### config.mk
export PLATFORM = sky130hd
export DESIGN_NAME = uart_irq_ident
export DESIGN_NICKNAME = d
export VERILOG_FILES = /design/src/rtl/uart_irq_pkg.sv /design/src/rtl/uart_irq_rise.sv /design/src/rtl/uart_irq_levels.sv /design/src/rtl/uart_irq_modem.sv /design/src/rtl/uart_irq_tmo.sv /design/src/rtl/uart_irq_ident.sv
export SDC_FILE = /design/constraint.sdc
export NUM_CORES = 1
export LEC_CHECK = 0
export BUFFER_PORTS_ARGS = -buffer_cell sky130_fd_sc_hd__buf_2
export CORE_MARGIN = 5
export CORE_UTILIZATION = 48
export CTS_BUF_LIST = sky130_fd_sc_hd__clkbuf_4 sky130_fd_sc_hd__clkbuf_8 sky130_fd_sc_hd__clkbuf_16
export CTS_CLUSTER_DIAMETER = 50
export CTS_CLUSTER_SIZE = 24
export DETAILED_ROUTE_END_ITERATION = 10
export HOLD_SLACK_MARGIN = 0.1
export PLACE_DENSITY = 0.79
export SYNTH_ARGS = -nofsm -noshare
export SYNTH_HDL_FRONTEND = slang
export SYNTH_SLANG_ARGS = --single-unit
### constraint.sdc
create_clock -name clk -period 2.2 [get_ports clk]
set_input_delay 0.22 -clock clk [delete_from_list [all_inputs] [get_ports clk]]
set_output_delay 0.22 -clock clk [all_outputs]
set_load 0.02 [all_outputs]
### src/rtl/uart_irq_pkg.sv
package uart_irq_pkg;
  localparam int CAUSE_W     = 5;
  localparam int CI_LINE     = 0;
  localparam int CI_RXDA     = 1;
  localparam int CI_CTO      = 2;
  localparam int CI_TXSP     = 3;
  localparam int CI_MDM      = 4;

  localparam int CFG_EN_RX   = 0;
  localparam int CFG_EN_TX   = 1;
  localparam int CFG_EN_LINE = 2;
  localparam int CFG_EN_MDM  = 3;
  localparam int CFG_TXL_LSB = 16;
  localparam int CFG_RXL_LSB = 20;

  localparam logic [7:0] LINE_ERR_MASK = 8'h9E;
  localparam int STAT_CNT_W  = 10;

  function automatic int lvl_thr(input logic [2:0] code);
    return 1 << (int'(code) + 2);
  endfunction
endpackage

### src/rtl/uart_irq_rise.sv
module uart_irq_rise (
  input  logic clk,
  input  logic rst_n,
  input  logic cond,
  input  logic en,
  output logic rise
);
  logic arm_d, arm_q;

  always_comb begin
    arm_d = cond & en;
    rise  = arm_d & ~arm_q;
  end

  always_ff @(posedge clk or negedge rst_n) begin
    if (!rst_n) arm_q <= 1'b0;
    else        arm_q <= arm_d;
  end
endmodule

### src/rtl/uart_irq_levels.sv
module uart_irq_levels
  import uart_irq_pkg::*;
#(
  parameter  int FIFO_DEPTH = 1024,
  localparam int CNT_W      = $clog2(FIFO_DEPTH)
) (
  input  logic [CNT_W-1:0] rx_count,
  input  logic [CNT_W-1:0] tx_count,
  input  logic [2:0]       rx_code,
  input  logic [2:0]       tx_code,
  output logic             rx_hit,
  output logic             tx_hit
);
  localparam int CW = CNT_W + 2;
  logic [CW-1:0] rx_thr, tx_thr, tx_free;

  always_comb begin
    rx_thr  = CW'(lvl_thr(rx_code));
    tx_thr  = CW'(lvl_thr(tx_code));
    tx_free = CW'(FIFO_DEPTH) - CW'(tx_count);
    rx_hit  = CW'(rx_count) >= rx_thr;
    tx_hit  = tx_free >= tx_thr;
  end
endmodule

### src/rtl/uart_irq_modem.sv
module uart_irq_modem (
  input  logic       clk,
  input  logic       rst_n,
  input  logic [3:0] lines,
  input  logic       clr,
  output logic [3:0] lvl_q,
  output logic [3:0] delta_q,
  output logic       any_edge
);
  logic [3:0] edges, delta_d;

  always_comb begin
    edges    = lines ^ lvl_q;
    any_edge = |edges;
    delta_d  = (delta_q & ~{4{clr}}) | edges;
  end

  always_ff @(posedge clk or negedge rst_n) begin
    if (!rst_n) begin
      lvl_q   <= '0;
      delta_q <= '0;
    end else begin
      lvl_q   <= lines;
      delta_q <= delta_d;
    end
  end
endmodule

### src/rtl/uart_irq_tmo.sv
module uart_irq_tmo #(
  parameter int TMO_W  = 16,
  parameter int BAUD_W = 16
) (
  input  logic              clk,
  input  logic              rst_n,
  input  logic              active,
  input  logic              restart,
  input  logic [TMO_W-1:0]  tmo_val,
  input  logic [BAUD_W-1:0] baud_div,
  output logic              fire
);
  localparam int PW = BAUD_W + 2;

  logic [PW-1:0]    pre_q, pre_d, pre_last;
  logic [TMO_W-1:0] tk_q, tk_d, tk_last;
  logic             fired_q, fired_d;
  logic             cnt_en;

  always_comb begin
    pre_last = {baud_div, 2'b00} - PW'(1);
    tk_last  = tmo_val - TMO_W'(1);
    pre_d    = pre_q;
    tk_d     = tk_q;
    fired_d  = fired_q;
    fire     = 1'b0;
    cnt_en   = 1'b0;
    if (!active || restart) begin
      pre_d   = '0;
      tk_d    = '0;
      fired_d = 1'b0;
      cnt_en  = 1'b1;
    end else if (!fired_q) begin
      cnt_en = 1'b1;
      if (pre_q == pre_last) begin
        pre_d = '0;
        if (tk_q == tk_last) begin
          fire    = 1'b1;
          fired_d = 1'b1;
          tk_d    = '0;
        end else begin
          tk_d = tk_q + TMO_W'(1);
        end
      end else begin
        pre_d = pre_q + PW'(1);
      end
    end
  end

  always_ff @(posedge clk or negedge rst_n) begin
    if (!rst_n) begin
      pre_q   <= '0;
      tk_q    <= '0;
      fired_q <= 1'b0;
    end else if (cnt_en) begin
      pre_q   <= pre_d;
      tk_q    <= tk_d;
      fired_q <= fired_d;
    end
  end
endmodule

### src/rtl/uart_irq_ident.sv
module uart_irq_ident
  import uart_irq_pkg::*;
#(
  parameter  int FIFO_DEPTH = 1024,
  parameter  int TMO_W      = 16,
  parameter  int BAUD_W     = 16,
  localparam int CNT_W      = $clog2(FIFO_DEPTH)
) (
  input  logic              clk,
  input  logic              rst_n,
  input  logic [31:0]       cfg_word,
  input  logic [TMO_W-1:0]  tmo_val,
  input  logic [BAUD_W-1:0] baud_div,
  input  logic [CNT_W-1:0]  rx_count,
  input  logic [CNT_W-1:0]  tx_count,
  input  logic              rx_push,
  input  logic [7:0]        line_flags,
  input  logic [3:0]        modem_in,
  input  logic              stat_wr,
  input  logic [7:0]        stat_wbyte,
  output logic [31:0]       stat_word,
  output logic              irq
);
  localparam int NEDGE = 3;

  logic en_rx, en_tx, en_line, en_mdm;
  logic rx_hit, tx_hit, line_err;
  logic [NEDGE-1:0] edge_cond, edge_en, edge_rise;
  logic tmo_active, tmo_fire;
  logic [3:0] mdm_lvl, mdm_delta;
  logic mdm_edge, mdm_clr;
  logic [CAUSE_W-1:0] cause_q, cause_d, set_v, clr_v, en_map;
  logic [STAT_CNT_W-1:0] rxc_s;
  logic unused_cfg;

  assign en_rx   = cfg_word[CFG_EN_RX];
  assign en_tx   = cfg_word[CFG_EN_TX];
  assign en_line = cfg_word[CFG_EN_LINE];
  assign en_mdm  = cfg_word[CFG_EN_MDM];
  assign unused_cfg = ^{cfg_word[31:23], cfg_word[19], cfg_word[15:4], stat_wbyte[7:5]};

  uart_irq_levels #(.FIFO_DEPTH(FIFO_DEPTH)) u_levels (
    .rx_count (rx_count),
    .tx_count (tx_count),
    .rx_code  (cfg_word[CFG_RXL_LSB +: 3]),
    .tx_code  (cfg_word[CFG_TXL_LSB +: 3]),
    .rx_hit   (rx_hit),
    .tx_hit   (tx_hit)
  );

  assign line_err  = |(line_flags & LINE_ERR_MASK);
  assign edge_cond = {tx_hit, rx_hit, line_err};
  assign edge_en   = {en_tx, en_rx, en_line};

  for (genvar g = 0; g < NEDGE; g++) begin : g_rise
    uart_irq_rise u_rise (
      .clk  (clk),
      .rst_n(rst_n),
      .cond (edge_cond[g]),
      .en   (edge_en[g]),
      .rise (edge_rise[g])
    );
  end

  assign tmo_active = en_rx && (rx_count != '0) && (tmo_val != '0) && (baud_div != '0);

  uart_irq_tmo #(.TMO_W(TMO_W), .BAUD_W(BAUD_W)) u_tmo (
    .clk     (clk),
    .rst_n   (rst_n),
    .active  (tmo_active),
    .restart (rx_push),
    .tmo_val (tmo_val),
    .baud_div(baud_div),
    .fire    (tmo_fire)
  );

  assign mdm_clr = stat_wr & stat_wbyte[CI_MDM];

  uart_irq_modem u_modem (
    .clk     (clk),
    .rst_n   (rst_n),
    .lines   (modem_in),
    .clr     (mdm_clr),
    .lvl_q   (mdm_lvl),
    .delta_q (mdm_delta),
    .any_edge(mdm_edge)
  );

  always_comb begin
    set_v          = '0;
    set_v[CI_LINE] = edge_rise[0];
    set_v[CI_RXDA] = edge_rise[1];
    set_v[CI_TXSP] = edge_rise[2];
    set_v[CI_CTO]  = tmo_fire;
    set_v[CI_MDM]  = mdm_edge & en_mdm;
    clr_v          = stat_wr ? stat_wbyte[CAUSE_W-1:0] : '0;
    cause_d        = (cause_q & ~clr_v) | set_v;
  end

  always_ff @(posedge clk or negedge rst_n) begin
    if (!rst_n) cause_q <= '0;
    else        cause_q <= cause_d;
  end

  always_comb begin
    en_map          = '0;
    en_map[CI_LINE] = en_line;
    en_map[CI_RXDA] = en_rx;
    en_map[CI_CTO]  = en_rx;
    en_map[CI_TXSP] = en_tx;
    en_map[CI_MDM]  = en_mdm;
    irq             = |(cause_q & en_map);
    rxc_s           = STAT_CNT_W'(rx_count);
    stat_word       = {rxc_s[7:0], line_flags, mdm_lvl, mdm_delta,
                       rxc_s[9:8], 1'b0, cause_q};
  end
endmodule

Word level (Yosys, flattened, before mapping)
Cells that the tools add are included.

cells by class
  add/sub/neg operators = 7
  multiply operators = 0
  divide/modulo/power cells = 0
  order comparisons = 2
  eq/ne operators = 3
  shift-type cells = 2
  multiplexer cells = 16
  bitwise logic cells = 19
  reductions and logical operators = 14

operators by type and width
  cell                    number
  $mux 16                 4
  $shl 1x32->12 const A   2
  $mux 18                 3
  $reduce_bool 16->1      2
  $add 18x1->18 const B   1
  $eq 18x18->1            1
  $sub 18x1->18 const B   1
  $add 16x1->16 const B   1
  $eq 16x16->1            1
  $sub 16x1->16 const B   1
  $ge 10x12->1            1
  $ge 12x12->1            1
  $sub 11x10->12 const A  1
  $and 5x5->5             2
  $reduce_bool 10->1      1
  $reduce_or 5->1         2
  $add 3x2->4 const B     2
  $and 1x1->1             8
  $mux 1                  8
  $mux 5                  1
  $not 5->5               1
  $or 5x5->5              1
  $and 4x4->4             1
  $not 4->4               1
  11 further kinds        15

storage, ports and cells
  register bits after elaboration = 51
  bits in latches = 0
  memory bits (writable) = 0
  ROM bits = 0
  input port bits = 108
  output and inout port bits = 33
  word-level logic and storage cells = 72
  memories kept = 0

Longest topological paths before layout
Gate-level depths: netlist of the first run.

  depth in word-level cells = 8
  depth in mapped cells = 12
  mapped depth without buffers = 12

Hierarchy
A second synthesis of the first run with hierarchy kept.

unflattened totals
  cells, all modules = 585
  area total of the unflattened synthesis = 4735.8 µm²

modules (own cells, without submodules)
  module           instances  cells an instance  area each (µm²)  sequential area each (µm²)
  uart_irq_tmo     1          394                3124.2           875.8
  uart_irq_levels  1          103                749.5            0.0
  uart_irq_ident   1          58                 465.4            125.1
  uart_irq_modem   1          21                 276.5            200.2
  uart_irq_rise    3          3                  40.0             25.0

Worst setup path before layout of the first run
Ideal clock, no wire load.

  path kind = input -> register
  from = in baud_div[0]
  to = reg u_tmo.tk_q[8]
  library setup time = 0.078 ns
  arrival time = 2.576 ns
  path slack = -0.454 ns
  cell stages on the path = 10
  buffers on the path = 1
  path through = inv_1 -> ha_1 -> nor4b_4 -> nand2_2 -> or4_4 -> a2111oi_4 -> nand4_2 -> buf_2 -> or3b_1 -> a21oi_1

between the ends
  longest elaborated chain between the ends = 6
  elaborated cells on any way between the ends = 11
  classes of those cells = add/sub: 1; eq/ne: 2; mux: 2; reduce/logical: 6

RTL lines
  element                                                                line                  text
  from (decl)                                                            uart_irq_ident.sv:13  input logic [BAUD_W-1:0] baud_div,
  parallel branches: the longest is 6 deep, another holds $sub 18x1->18  n/a
  to (signal assigned)                                                   uart_irq_tmo.sv:57    tk_q <= tk_d;
  to (decl)                                                              uart_irq_tmo.sv:16    logic [TMO_W-1:0] tk_q, tk_d, tk_last;

Several ways; the timed one is not identified.
A chain may end at the register's enable or synchronous reset.

Worst setup path in the final report of the first run
  from = reg u_tmo.pre_q[14]
  to = reg u_tmo.tk_q[5]

between the ends
  longest elaborated chain between the ends = 3

RTL lines
  element                             line                text
  from (decl)                         uart_irq_tmo.sv:15  logic [PW-1:0] pre_q, pre_d, pre_last;
  from (signal assigned)              uart_irq_tmo.sv:56  pre_q <= pre_d;
  $eq 18x18->1                        uart_irq_tmo.sv:35  if (pre_q == pre_last) begin
  $reduce_bool 2->1 (no source line)  n/a
  $reduce_and 3->1 (no source line)   n/a

Every way passes these cells.

==> results of run 1 <==
## cell type report
cell class	count	area share (%)
multi-input combinational	452	50.59
timing repair buffer	251	25.37
sequential	51	19.34
tap	111	2.105
inverter	15	1.119
clock buffer	5	1.043
clock inverter	3	0.4361
## how the worst min path moves through the flow
stage                startpoint             to  slack (ns)
CTS                 cfg_word[3]     cause_q[4]        0.13
finish              cfg_word[3]     cause_q[4]        0.14
detailed placement        rst_n  u_tmo.tk_q[2]        0.30
floorplan                 rst_n     cause_q[0]       -0.08
global route        cfg_word[3]     cause_q[4]        0.15
global placement          rst_n  u_tmo.tk_q[4]        0.29
## worst max-delay path, delay by kind of cell (launching register included)
kind                   cells  cell delay [ns]
AO/OA/AOI/OAI              2             0.58
AND/OR/NAND/NOR            3             0.99
flip-flops                 1             0.43
buffers and inverters      1             0.17
XOR/XNOR                   2             0.35
## flip-flops by register name, indices dropped and copies added (netlist names)
signal               cells
g_rise.u_rise.arm_q      3
u_tmo.fired_q            1
u_modem.delta_q          4
u_tmo.pre_q             18
cause_q                  5
u_modem.lvl_q            4
u_tmo.tk_q              16
## through the flow
step / power [µW] / hold slack (ns) / util, % / worst slack [ns] / setup TNS (ns)
6_report: 2289 / 0.1384 / 71.76 / -0.3921 / -9.013
2_1_floorplan: 1332 / -0.07559 / - / -0.3425 / -8.199
3_5_place_dp: 1680 / 0.2965 / 66.76 / -0.7660 / -20.82
4_1_cts: 2271 / 0.1308 / 69.17 / -0.2354 / -3.037
5_1_grt: 2405 / 0.1459 / 71.76 / -0.4552 / -11.05
3_3_place_gp: 1644 / 0.2948 / 66.76 / -0.6486 / -17.54
## cells by family (layout without fill, tap and decap cells)
family,count (synthesis),count (layout)
AOI/OAI and AO/OA,109,109
buffers and inverters,45,274
other,1,1
and+or+nand+nor,250,251
muxes,1,1
xor gates and xnor gates,61,61
DFF,51,51
adders and majority gates,29,29
## report_power, final
group          switching [µW]  total (µW)  internal [µW]  leakage (µW)
Combinational             392         725            333       0.00216
Sequential               20.2         984            964      0.000671
Clock                     343         579            236     0.0000502
## cell usage after synthesis, types with 14 or more instances
cell	instances	area share, %
sky130_fd_sc_hd__xnor2_1	34	6.6
sky130_fd_sc_hd__o21ai_0	18	2.0
sky130_fd_sc_hd__inv_1	15	1.2
sky130_fd_sc_hd__dfrtp_1	51	28
sky130_fd_sc_hd__nor3_1	14	1.6
sky130_fd_sc_hd__buf_4	19	3.2
sky130_fd_sc_hd__nor2_1	55	4.6
sky130_fd_sc_hd__nand3_1	25	2.8
sky130_fd_sc_hd__nand2_1	55	4.6
sky130_fd_sc_hd__xor2_1	27	5.2
sky130_fd_sc_hd__ha_1	29	8.0
sky130_fd_sc_hd__a21oi_1	25	2.8
## timing repair
item | in CTS | in global routing
hold endpoints to repair | 30 | 0
buffers inserted | 4 | 2
endpoints found under the setup margin | 35 | 40
hold buffers | 5 | 0
pin swaps | 1 | 27
resized for setup | 15 | 55
cloned | 1 | 1
## per-layer routing
metal	up-vias	wire [µm]	track usage, %
li1	2432	-	-
met1	2484	5758	27.09
met2	172	7824	44.83
met3	43	726	4.696
met4	0	454	10.23
met5	-	0	0
==> results, run 1 <==
- The estimated wirelength of the detail-placed design is 11.17 mm.
- The overflow left after global routing is 0.
- With fillers left out, the area of the finished cells amounts to 6599 µm².
- After synthesis, flip-flops and latches occupy 28.25% of the total area.
- For this block, the initial DRC count from the detailed router was about 290.
- The placed instances occupy a cell area of 6140 µm².
- For this run, the leading register cell type out of synthesis is sky130_fd_sc_hd__dfrtp_1.
- The number of cells traversed by the worst register-to-register path is 8.
- The checks that failed: setup timing.
- The net total in the final layout is 913.
- The top achievable clock speed is around 0.39 GHz.
- In the finished design, the share of the clock period the worst path needs comes to 117.8%.
- In this run the critical register-to-register path is launched from u_tmo.pre_q[14].
- The number of standard cells in the final layout excluding fillers is 888.
- The post-synthesis instance area is 4517 µm².
- The per-cell routed wire length is about 17 µm.
- The count of nets left with antenna violations after detail routing is 0.
- The number of buffers created by CTS is 5.
- The multi-input gate area in the final layout is 3338 µm².
- Of the total synthesized cell area, the portion taken by full adders, half adders and majority gates is 8.033%.
- The worst setup path is captured at a register.
- Counting tap cells, the placed design contains a total of 869 instances.
- The total detailed-routing wirelength is 14.76 mm.
- In this run the critical register-to-register path is captured at u_tmo.tk_q[5].
- In this run the tightest slew margin relative to its limit is roughly 55%.
- The congestion estimate from routability-driven global placement came to 0.9626.
- The via count of the first global-routing pass came to 5256.
- The first TritonRoute pass finished after 5 iterations.
- The number of max-cap violations is 0.
- The count of flip-flops with a built-in enable after synthesis is 0.
- The total number of yosys warnings is 0.
- Of the cells placed in the final design, the portion with a size suffix greater than 1 is 40.54%.
- The critical path is of the reg -> reg type.
- The final hold violation count is 0.
- Across all setup checks in the final design, the least slack found is -0.3921 ns.
- Global routing used 24.30% of the available tracks across all layers.
- The xor-xnor portion of the synthesized cell area is 11.83%.
- The horizontal die dimension is approximately 110 µm.
- The total number of vias is around 5100.
- The number of buffers on the longest clock path is 2.
- On the final layout, the worst clock skew is roughly 0.01 ns.
- The repair_antennas step left the layout with diodes totalling 0.
- The mux contribution to synthesized area is less than 1%.
- Relative to the synthesized area, the layout overhead comes to 46.09%.
- The depth of the CTS H-tree is 2.
- The effective utilization at floorplan is 49.12%.
- The initial antenna violation count was 0.
- The die footprint is 11450 µm².
- The count of filler cells inserted in the layout is 670.
- The CTS sink count is 51.
- The number of standard-cell rows in the floorplan is 35.
- The DRC violation count after routing is 0.
- The signal on the critical path passes through xnor2_2 -> xnor2_2 -> or4_4 -> a2111oi_4 -> nand4_2 -> buf_6 -> or4_4 -> a21oi_2.
- TritonCTS built the clock tree.
- The type of element launching the critical path is a register.
- The power per standard cell area is 346.9 nW/µm².
- In the layout the commonest cells are sky130_fd_sc_hd__buf_4 (131), sky130_fd_sc_hd__buf_2 (108), sky130_fd_sc_hd__nand2_1 (54).
- The run finished, with violations left.
- The endpoint of the worst setup timing path is u_tmo.tk_q[5].
- The simple logic cell fraction of the synthesized area is 29.78%.
- Tracing the worst setup path back leads to its startpoint at u_tmo.pre_q[14].
- Across all register-to-register paths, the minimum setup slack is -0.39 ns.
- For the worst setup path, the data arrival time is 2.84 ns.
- The tree is rooted in a sky130_fd_sc_hd__clkbuf_8.
- The later pin in the worst-skew pair is clocked with a latency of 0.32 ns.
- The floorplan die height is ~110 µm.
- The critical path's largest stage delay is between 0.4 and 0.5 ns.
- The area of the core region is 9196 µm².
- The setup violation total in the final timing report is 36.
- The cell at the slowest stage of the critical path is sky130_fd_sc_hd__a2111oi_4.
- The number of nets in the synthesized netlist is 684.
- The synthesized netlist devotes 16.40% of its cell area to compound gates.
- After synthesis, the share of flip-flops with an asynchronous set or reset is between 90% and 100%.
- STA puts the critical path data required time at 2.45 ns.
- The worst vdd rail ir drop is ~370 µV.
- The transition time of the tightest slew-check pin is 0.6689 ns.
- Setup repair after global routing could not meet its margin everywhere.
- Entering global routing, the biggest net connects 29 pins.
- The dominant combinational cell family by area after synthesis is simple AND/OR/NAND/NOR gates.
- The highest fanout seen on the critical path is 8.
- The cell count after synthesis is 547.
- The clock slew seen by the registers of the worst setup and hold paths is about 0.10 ns.
- The number of synthesized register bits is roughly 50.
- The worst hold-check path type is in -> reg.
- Counting I/O delays and the setup requirement, the final critical path takes 2.592 ns.
- The commonest non-fill, non-tap cell in the layout is sky130_fd_sc_hd__buf_4.
- In this run the static leakage power is 0.002885 µW.
- The number of I/O port buffers is 108.
- Across the whole layout, storage elements account for 1276 µm².
- The instance count along the most critical hold path is 2.
- The final number of max-transition violations came to 0.
- The first global-routing pass estimated 23.09 mm of wire.
- The average instance area after synthesis is 8.257 µm².
- The post-detailed-route via-to-cell ratio is around 5.8.
- For this design the top-level I/O count stands at 141.
- The number of distinct library cell variants in the gate-level netlist after synthesis is 66.
Note: power is estimated with default switching activity, not from simulation.
==> run 2: changes to the inputs <==
--- a/config.mk
+++ b/config.mk
@@ -5,15 +5,16 @@
 export SDC_FILE = /design/constraint.sdc
 export NUM_CORES = 1
 export LEC_CHECK = 0
+export ABC_AREA = 1
 export BUFFER_PORTS_ARGS = -buffer_cell sky130_fd_sc_hd__buf_2
 export CORE_MARGIN = 5
-export CORE_UTILIZATION = 48
+export CORE_UTILIZATION = 59
 export CTS_BUF_LIST = sky130_fd_sc_hd__clkbuf_4 sky130_fd_sc_hd__clkbuf_8 sky130_fd_sc_hd__clkbuf_16
 export CTS_CLUSTER_DIAMETER = 50
 export CTS_CLUSTER_SIZE = 24
 export DETAILED_ROUTE_END_ITERATION = 10
 export HOLD_SLACK_MARGIN = 0.1
-export PLACE_DENSITY = 0.79
+export PLACE_DENSITY = 0.88
 export SYNTH_ARGS = -nofsm -noshare
 export SYNTH_HDL_FRONTEND = slang
 export SYNTH_SLANG_ARGS = --single-unit
==> constraint.sdc (replaced) <==
create_clock -name clk -period 3.3 [get_ports clk]
set_input_delay 0.33 -clock clk [delete_from_list [all_inputs] [get_ports clk]]
set_output_delay 0.33 -clock clk [all_outputs]
set_load 0.02 [all_outputs]
==> results, run 2 <==
- The flow ran to the end, and the final reports show no timing, DRC or antenna violations.
- The root buffer cell chosen for the clock tree is sky130_fd_sc_hd__clkbuf_8.
- In this run the remaining antenna-violating nets after routing total 0.
- The net total in the final layout is approximately 1100.
- Based on the critical path, the design can be clocked at up to 0.3766 GHz.
- The largest net degree at the start of global routing is 36.
- The number of I/O port buffers is 108.
- The type of element launching the critical path is an input pin.
- From left edge to right edge, the die measures approximately 100 µm.
- Setup violations remaining at the end of the flow were counted as 0.
- The worst path needs 2.655 ns of the cycle, external delays included.
- Of all nets on the critical path, the largest fanout is 3.
- The first detailed-routing pass took 5 iterations.
- The estimated wirelength of the detail-placed design is between 9 and 10 mm.
- The share of Yosys cell area claimed by the top area cell type is 24.36%.
- Across the VDD grid, the largest voltage drop is 161.3 µV.
- Global routing consumed, over all layers together, 22.37% of the routing resources.
- The power per standard cell area is between 200 and 250 nW/µm².
- The die footprint is around 11000 µm².
- Per report_power, the clock group accounts for 26.6% of the total.
- Leaving out fill and tap cells, the most frequent cell in the layout is sky130_fd_sc_hd__nand2_1.
- The number of primary I/O pins is 141.
- The clock slew seen by the registers of the worst setup and hold paths is about 0.10 ns.
- The most frequently used cell type in the post-synthesis netlist is sky130_fd_sc_hd__nand2_1.
- The number of distinct library cell variants in the gate-level netlist after synthesis is 38.
- The number of max-cap violations is 0.
- The critical path is of the in -> reg type.
- The post-route clock skew is 0.01162 ns.
- Per report_power, the combinational group accounts for 27.2% of the total.
- STA puts the critical path data arrival time at 2.89 ns.
- The depth of the CTS H-tree is 2.
- The post-synthesis instance area is ~5200 µm².
- The hold path startpoint is modem_in[2].
- Adding up every negative setup slack in the final design gives 0 ns.
- The top cell types in the final layout, fill and taps aside, are sky130_fd_sc_hd__nand2_1 (244), sky130_fd_sc_hd__nor2_1 (124), sky130_fd_sc_hd__buf_2 (108).
- In this run the core area contains 34 standard-cell rows.
- The total number of vias is 5278.
- The overflow left after global routing is 0.
- The completed layout was analyzed and its total power is 1417 µW.
- The final antenna diode count is 0.
- The latest clock arrival within the worst-skew pair is about 0.31 ns.
- The count of buffers added by post-CTS timing repair for setup is 0.
- The first global-routing pass estimated 21.13 mm of wire.
- The source of the worst register-to-register timing path is u_tmo.pre_q[0].
- The per-cell routed wire length is 11.72 µm.
- The congestion estimate from routability-driven global placement came to slightly below 0.9.
- The filler cells instantiated in the layout total 813.
- The final hold violation count is 0.
- After detailed routing, the number of remaining DRC violations is 0.
- The worst pin sits at a relative slew slack of 56.53%.
- The post-synth net total is 967.
- Leaving out filler cells and counting taps, the final layout contains approximately 1000.
- Of the total power, the share spent switching nets is 33.42%.
- The register bank with the most flops is u_tmo.pre_q.
- The flip-flop count of the largest register after layout is 18.
- For this run, the share of the core covered by cells in the final layout is 67.19%.
- The worst path uses 80.46% of the clock period.
- The detailed router finished its first iteration with between 200 and 300 violations.
- The critical path starts at tx_count[2].
- For this configuration, the core starts out at a cell density of 60.38%.
- In this run the worst hold path is classified as in -> reg.
- The count of flip-flops with a built-in enable after synthesis is 0.
- The synthesized design contains 51 register bits.
- The worst path required time is between 3 and 4 ns.
- CTS saw 51 sinks.
- The number of buffers on the longest clock path is 2.
- Gates resized during post-CTS repair numbered 0.
- OpenSTA, run right after detailed placement, puts the worst setup slack at 0.3225 ns.
- The cell count after synthesis is between 800 and 900.
- The initial antenna violation count is 0.
- Among all flip-flop cells after synthesis, the most frequent one is sky130_fd_sc_hd__dfrtp_1.
- The final number of max-transition violations is 0.
- The floorplan step defined a core boundary enclosing 8678 µm².
- The fraction of power consumed by sequential logic is between 40% and 50%.
- The commonest cells after synthesis are sky130_fd_sc_hd__nand2_1 (244), sky130_fd_sc_hd__nor2_1 (124), sky130_fd_sc_hd__inv_1 (96).
- The largest registers in the layout are u_tmo.pre_q (18), u_tmo.tk_q (16), cause_q (5).
- The number of buffers created by CTS is 5.
- The element type at the critical path end is a register.
- The area growth from synthesis to layout is 11.27%.
- In the routed layout, each cell is associated on average with a via count of 5.139.
- The proportion of synthesized chip area in sequential cells is 24.36%.
- The static leakage is 0.002969 µW.
- The total detailed-routing wirelength is around 12 mm.
- The CTS tree is yes.
- The analysis attributes to net switching a power of 473.7 µW.
- The post-layout worst setup margin is 0.6448 ns.
- The proportion of register bits with asynchronous set or reset after synthesis is 100.0%.
- Setup repair after global routing left no endpoint under its margin.
- Cell internal power was estimated by the tool at 943.7 µW.
- The average instance area after synthesis is 6.313 µm².
- The via count of the first global-routing pass is about 5000.
- sky130_fd_sc_hd__dfrtp_1 takes more of the synthesized area than any other cell.
- The transition time of the tightest slew-check pin is 0.6499 ns.
- The number of cells in the design after placement is 1018.
- After synthesis, the cell types taking the most area are sky130_fd_sc_hd__dfrtp_1 (24%), sky130_fd_sc_hd__nand2_1 (17%), sky130_fd_sc_hd__nor2_1 (8.9%).
- Of the cells placed in the final design, the portion with a size suffix greater than 1 is 15.23%.
- The total number of yosys warnings is 0.
- The floorplan die height is 104.2 µm.
[run 2: changes by cell type in the layout (fill, tap and decap cells not counted), sizes merged, moves of 11 or more]
cell	previous run	this run
nand2	57	247
buf	246	111
xnor2	34	16
inv	16	99
a21oi	25	14
nor2	56	134
xor2	27	42
nand3	25	85
[run 2: kinds of logic after synthesis]
family | share of synthesized area (%)
xor gates and xnor gates | 9.694
buffers and inverters | 11.06
and+or+nand+nor | 43.08
DFF | 24.36
other | 0.07156
adders and majority gates | 6.925
AOI/OAI and AO/OA | 4.823
[run 2: area by class of cell]
class / instances / area (µm²) / share of cell area, %
timing repair buffer: 112 / 573.1 / 9.828
multi-input combinational: 650 / 3385 / 58.05
clock buffer: 5 / 68.82 / 1.180
inverter: 98 / 367.9 / 6.309
tap: 108 / 135.1 / 2.318
clock inverter: 3 / 25.02 / 0.4292
sequential: 51 / 1276 / 21.89
[run 2: routing by layer]
metal  track usage (%)  part of all wire (%)
met1             27.93                    45
met3             3.290                   5.6
met5                 0                     0
met4             5.920                   1.3
met2             40.12                    48
[run 2: through the flow]
step / hold WS [ns] / instance area, µm²
detailed placement: 0.3640 / 5727
floorplan: 0.03441 / 5240
global placement: 0.3607 / 5727
finish: 0.1443 / 5831
CTS: 0.1321 / 5831
global route: 0.1283 / 5831
[run 2: critical path, stage by stage]
cell                       delay (ns)
sky130_fd_sc_hd__buf_2           0.12
sky130_fd_sc_hd__nor3_1          0.27
sky130_fd_sc_hd__nor3b_1         0.34
sky130_fd_sc_hd__inv_1           0.07
sky130_fd_sc_hd__nor3_1          0.25
sky130_fd_sc_hd__nand2_1         0.08
sky130_fd_sc_hd__nor2_1          0.14
sky130_fd_sc_hd__xor2_1          0.17
sky130_fd_sc_hd__inv_1           0.07
sky130_fd_sc_hd__ha_1            0.29
sky130_fd_sc_hd__nand4_1         0.14
sky130_fd_sc_hd__o311ai_0        0.33
sky130_fd_sc_hd__nand2_1         0.11
sky130_fd_sc_hd__o21ai_0         0.17
[run 2: repair_timing]
| item | CTS | global route |
|---|---|---|
| setup endpoints to repair | 0 | 0 |
| hold buffers | 1 | 0 |
| hold endpoints to repair | 25 | 0 |
[run 2: power by group through the flow]
stage	Sequential (µW)	Combinational [µW]	Clock [µW]
finish	655	386	377
global route	657	443	409
CTS	655	389	388
detailed placement	667	386	0
global placement	666	378	0
floorplan	684	236	0
[run 2: path summary, 6_finish.rpt]
kind | depth (start not counted) | slack (ns) | endpoint
worst max register to register | 11 | 1.07 | u_tmo.fired_q
max in group asynchronous | 3 | 2.02 | u_tmo.pre_q[4]
worst min-delay path | 1 | 0.14 | u_modem.lvl_q[2]
min in group asynchronous | 2 | 0.54 | u_tmo.tk_q[15]
worst max-delay path | 14 | 0.64 | cause_q[3]
worst min register to register | 1 | 0.44 | cause_q[0]
==> run 3: changes to the inputs <==
--- a/config.mk
+++ b/config.mk
@@ -5,16 +5,16 @@
 export SDC_FILE = /design/constraint.sdc
 export NUM_CORES = 1
 export LEC_CHECK = 0
-export ABC_AREA = 1
+export ABC_AREA = 0
 export BUFFER_PORTS_ARGS = -buffer_cell sky130_fd_sc_hd__buf_2
 export CORE_MARGIN = 5
-export CORE_UTILIZATION = 59
+export CORE_UTILIZATION = 53
 export CTS_BUF_LIST = sky130_fd_sc_hd__clkbuf_4 sky130_fd_sc_hd__clkbuf_8 sky130_fd_sc_hd__clkbuf_16
 export CTS_CLUSTER_DIAMETER = 50
 export CTS_CLUSTER_SIZE = 24
 export DETAILED_ROUTE_END_ITERATION = 10
 export HOLD_SLACK_MARGIN = 0.1
-export PLACE_DENSITY = 0.88
+export PLACE_DENSITY = 0.82
 export SYNTH_ARGS = -nofsm -noshare
 export SYNTH_HDL_FRONTEND = slang
 export SYNTH_SLANG_ARGS = --single-unit
==> constraint.sdc (replaced) <==
create_clock -name clk -period 2.7 [get_ports clk]
set_input_delay 0.27 -clock clk [delete_from_list [all_inputs] [get_ports clk]]
set_output_delay 0.27 -clock clk [all_outputs]
set_load 0.02 [all_outputs]
==> results, run 3 (synthesis results as in run 1) <==
- The flow ran to the end, and the final reports show no timing, DRC or antenna violations.
- After detailed routing, the average wire length per cell comes to ~15 µm.
- The gate family responsible for the most delay along the worst path is simple AND/OR/NAND/NOR gates.
- The critical path goes through xnor2_2 -> xnor2_1 -> or4_4 -> a2111oi_4 -> nand4_2 -> buf_4 -> or4_1 -> a21oi_1.
- The wire length of the first global-routing pass is 20.02 mm.
- The share of the cycle needed by the critical path after routing is 95.11%.
- The layout overhead on the synthesized area is 23.24%.
- The type of element launching the critical path is a register.
- Setup violations remaining at the end of the flow were counted as 0.
- The final estimated routing congestion in global placement is 0.9485.
- The final hold violation count was 0.
- Row generation in the floorplan step produced 33 rows.
- Global routing consumed, on the met3 layer, approximately 3.5% of the routing resources.
- Once the floorplan was initialized, standard cells occupied 54.70% of the core.
- For the worst-skew pair, the clock arrives at the later sink with an insertion delay of 0.30 ns.
- The post-detailed-route via-to-cell ratio is 5.837.
- The commonest non-fill, non-tap cell in the layout is sky130_fd_sc_hd__buf_2.
- The worst hold-check path type is in -> reg.
- In the final layout, the registers with the most flip-flops are u_tmo.pre_q (18), u_tmo.tk_q (16), cause_q (5).
- The post-route clock skew is 0.005507 ns.
- Summing all placed instances gives a cell area of 5359 µm².
- The ratio of cells with drive above 1 in the final layout is between 20 and 30%.
- The critical path is of the reg -> reg type.
- The worst vdd rail ir drop is 307.8 µV.
- The overflow left after global routing is 0.
- For this run, global-route usage on met2 was measured as 42.38%.
- The largest net degree at the start of global routing is 33.
- Measured against its own limit, the worst slew margin works out to 50.73%.
- The number of optimization iterations in the first detailed-route pass is 5.
- The transition time of the tightest slew-check pin is 0.7390 ns.
- The finished cells cover 5567 µm².
- The number of I/O port buffers is ~110.
- The number of antenna diodes in the final layout is 0.
- The number of buffers created by CTS is 5.
- The number of buffers and inverters on the critical path is 1.
- The floorplan step set the die width to 102.3 µm.
- The depth of the CTS H-tree is 2.
- met2 is the most crowded layer.
- The area of the core region is ~8300 µm².
- In the routed design, unresolved DRC markers number 0.
- The global routing met1 resource utilization is 28.10%.
- No sink is reached through more buffers than the 2 on the longest clock path.
- The final layout contains 821 nets.
- The floorplan die height is a little over 100 µm.
- STA puts the critical path data arrival time at between 2 and 3 ns.
- u_tmo.pre_q holds more flip-flops than any other register.
- The power per standard cell area is 317.7 nW/µm².
- The routed design has 12.18 mm of wire.
- The number of max-cap violations is 0.
- The count of nets left with antenna violations after detail routing is 0.
- Derived from the worst setup path, the maximum achievable clock frequency is roughly 0.39 GHz.
- The clock root buffer master is sky130_fd_sc_hd__clkbuf_8.
- The die footprint is between 10000 and 15000 µm².
- CTS saw 51 sinks.
- The CTS tree is yes.
- The final number of max-transition violations is 0.
- The highest fanout seen on the critical path is 15.
- about 140 I/O pins were placed.
- The element type at the critical path end is a register.
- The overall fraction of global-route tracks in use is 23.32%.
- Cells fill 67.41% of the core in the end.
- In the layout the commonest cells are sky130_fd_sc_hd__buf_2 (108), sky130_fd_sc_hd__nand2_1 (55), sky130_fd_sc_hd__nor2_1 (55).
- The via count of the first global-routing pass is between 4000 and 5000.
- The post-route minimum period is approximately 2.6 ns.
- In this run, the number of DRC markers left after iteration 0 of detailed routing was 187.
- The flip-flop count of the largest register after layout is 18.
- The clock slew seen by the registers of the worst setup and hold paths is 0.09 ns.
- For this run, the slowest stage of the critical path takes 0.45 ns.
- The initial antenna violation count is 0.
- The total number of vias is 4611.
- Summed over all nets, the half-perimeter wirelength after detailed placement is 9.622 mm.
- The static leakage is 0.002381 µW.
- The cell at the slowest stage of the critical path is sky130_fd_sc_hd__dfrtp_1.
- At the worst endpoint, the required time is 2.93 ns.
## run 3: cell type report
cell class / count / area [µm²]
Clock inverter: 1 / 7.507
Inverter: 15 / 56.30
Sequential cell: 51 / 1280
Tap cell: 105 / 131.4
Clock buffer: 7 / 96.34
Fill cell: 692 / 2691
Timing Repair Buffer: 160 / 955.9
Multi-Input combinational cell: 451 / 3039
## run 3: final timing paths
check                                       start                     end  slack (ns)  cells after the start
max in group asynchronous                   rst_n              cause_q[3]        1.50                      3
min in group asynchronous                   rst_n           u_tmo.tk_q[3]        0.55                      2
max reg2reg                       u_tmo.pre_q[14]           u_tmo.tk_q[5]        0.13                      8
min                                   cfg_word[1]  g_rise[2].u_rise.arm_q        0.21                      3
max                               u_tmo.pre_q[14]           u_tmo.tk_q[5]        0.13                      8
min reg2reg                g_rise[2].u_rise.arm_q              cause_q[3]        0.46                      1
## run 3: through the flow
step / total power [µW] / instances / TNS [ns] / hold slack, ns / setup slack (ns)
floorplan: 1074 / 547 / 0 / -0.02559 / 0.02924
global placement: 1262 / 776 / -0.7624 / 0.3651 / -0.09802
detailed placement: 1282 / 776 / -1.535 / 0.3763 / -0.1317
CTS: 1772 / 789 / 0 / 0.2008 / 0.05047
global route: 1863 / 790 / -0.01055 / 0.2216 / -0.01055
finish: 1769 / 790 / 0 / 0.2072 / 0.1321
## run 3: power by group
| group | internal, µW | leakage (µW) | total, µW | switching, µW |
|---|---|---|---|---|
| sequential | 786 | 0.000666 | 801 | 15.6 |
| clock | 234 | 0.0000505 | 489 | 256 |
| combinational | 209 | 0.00166 | 478 | 270 |
## run 3: what timing repair did
| item | in CTS | in global routing |
|---|---|---|
| resized for setup | 0 | 11 |
| endpoints found under the setup margin | 0 | 13 |
| setup buffers | 0 | 1 |
| endpoints found under the hold margin | 34 | 0 |
| hold buffers | 5 | 0 |
## run 3: worst reg2reg max path: stages (launching register included)
cell,delay [ns]
sky130_fd_sc_hd__dfrtp_1,0.45
sky130_fd_sc_hd__xnor2_2,0.18
sky130_fd_sc_hd__xnor2_1,0.15
sky130_fd_sc_hd__or4_4,0.44
sky130_fd_sc_hd__a2111oi_4,0.40
sky130_fd_sc_hd__nand4_2,0.12
sky130_fd_sc_hd__buf_4,0.21
sky130_fd_sc_hd__or4_1,0.41
sky130_fd_sc_hd__a21oi_1,0.15
## run 3: layer usage
metal,vias to the layer above,routed length (µm)
li1,2244,-
met1,2200,4918
met2,142,6356
met3,25,630
met4,0,274
met5,-,0
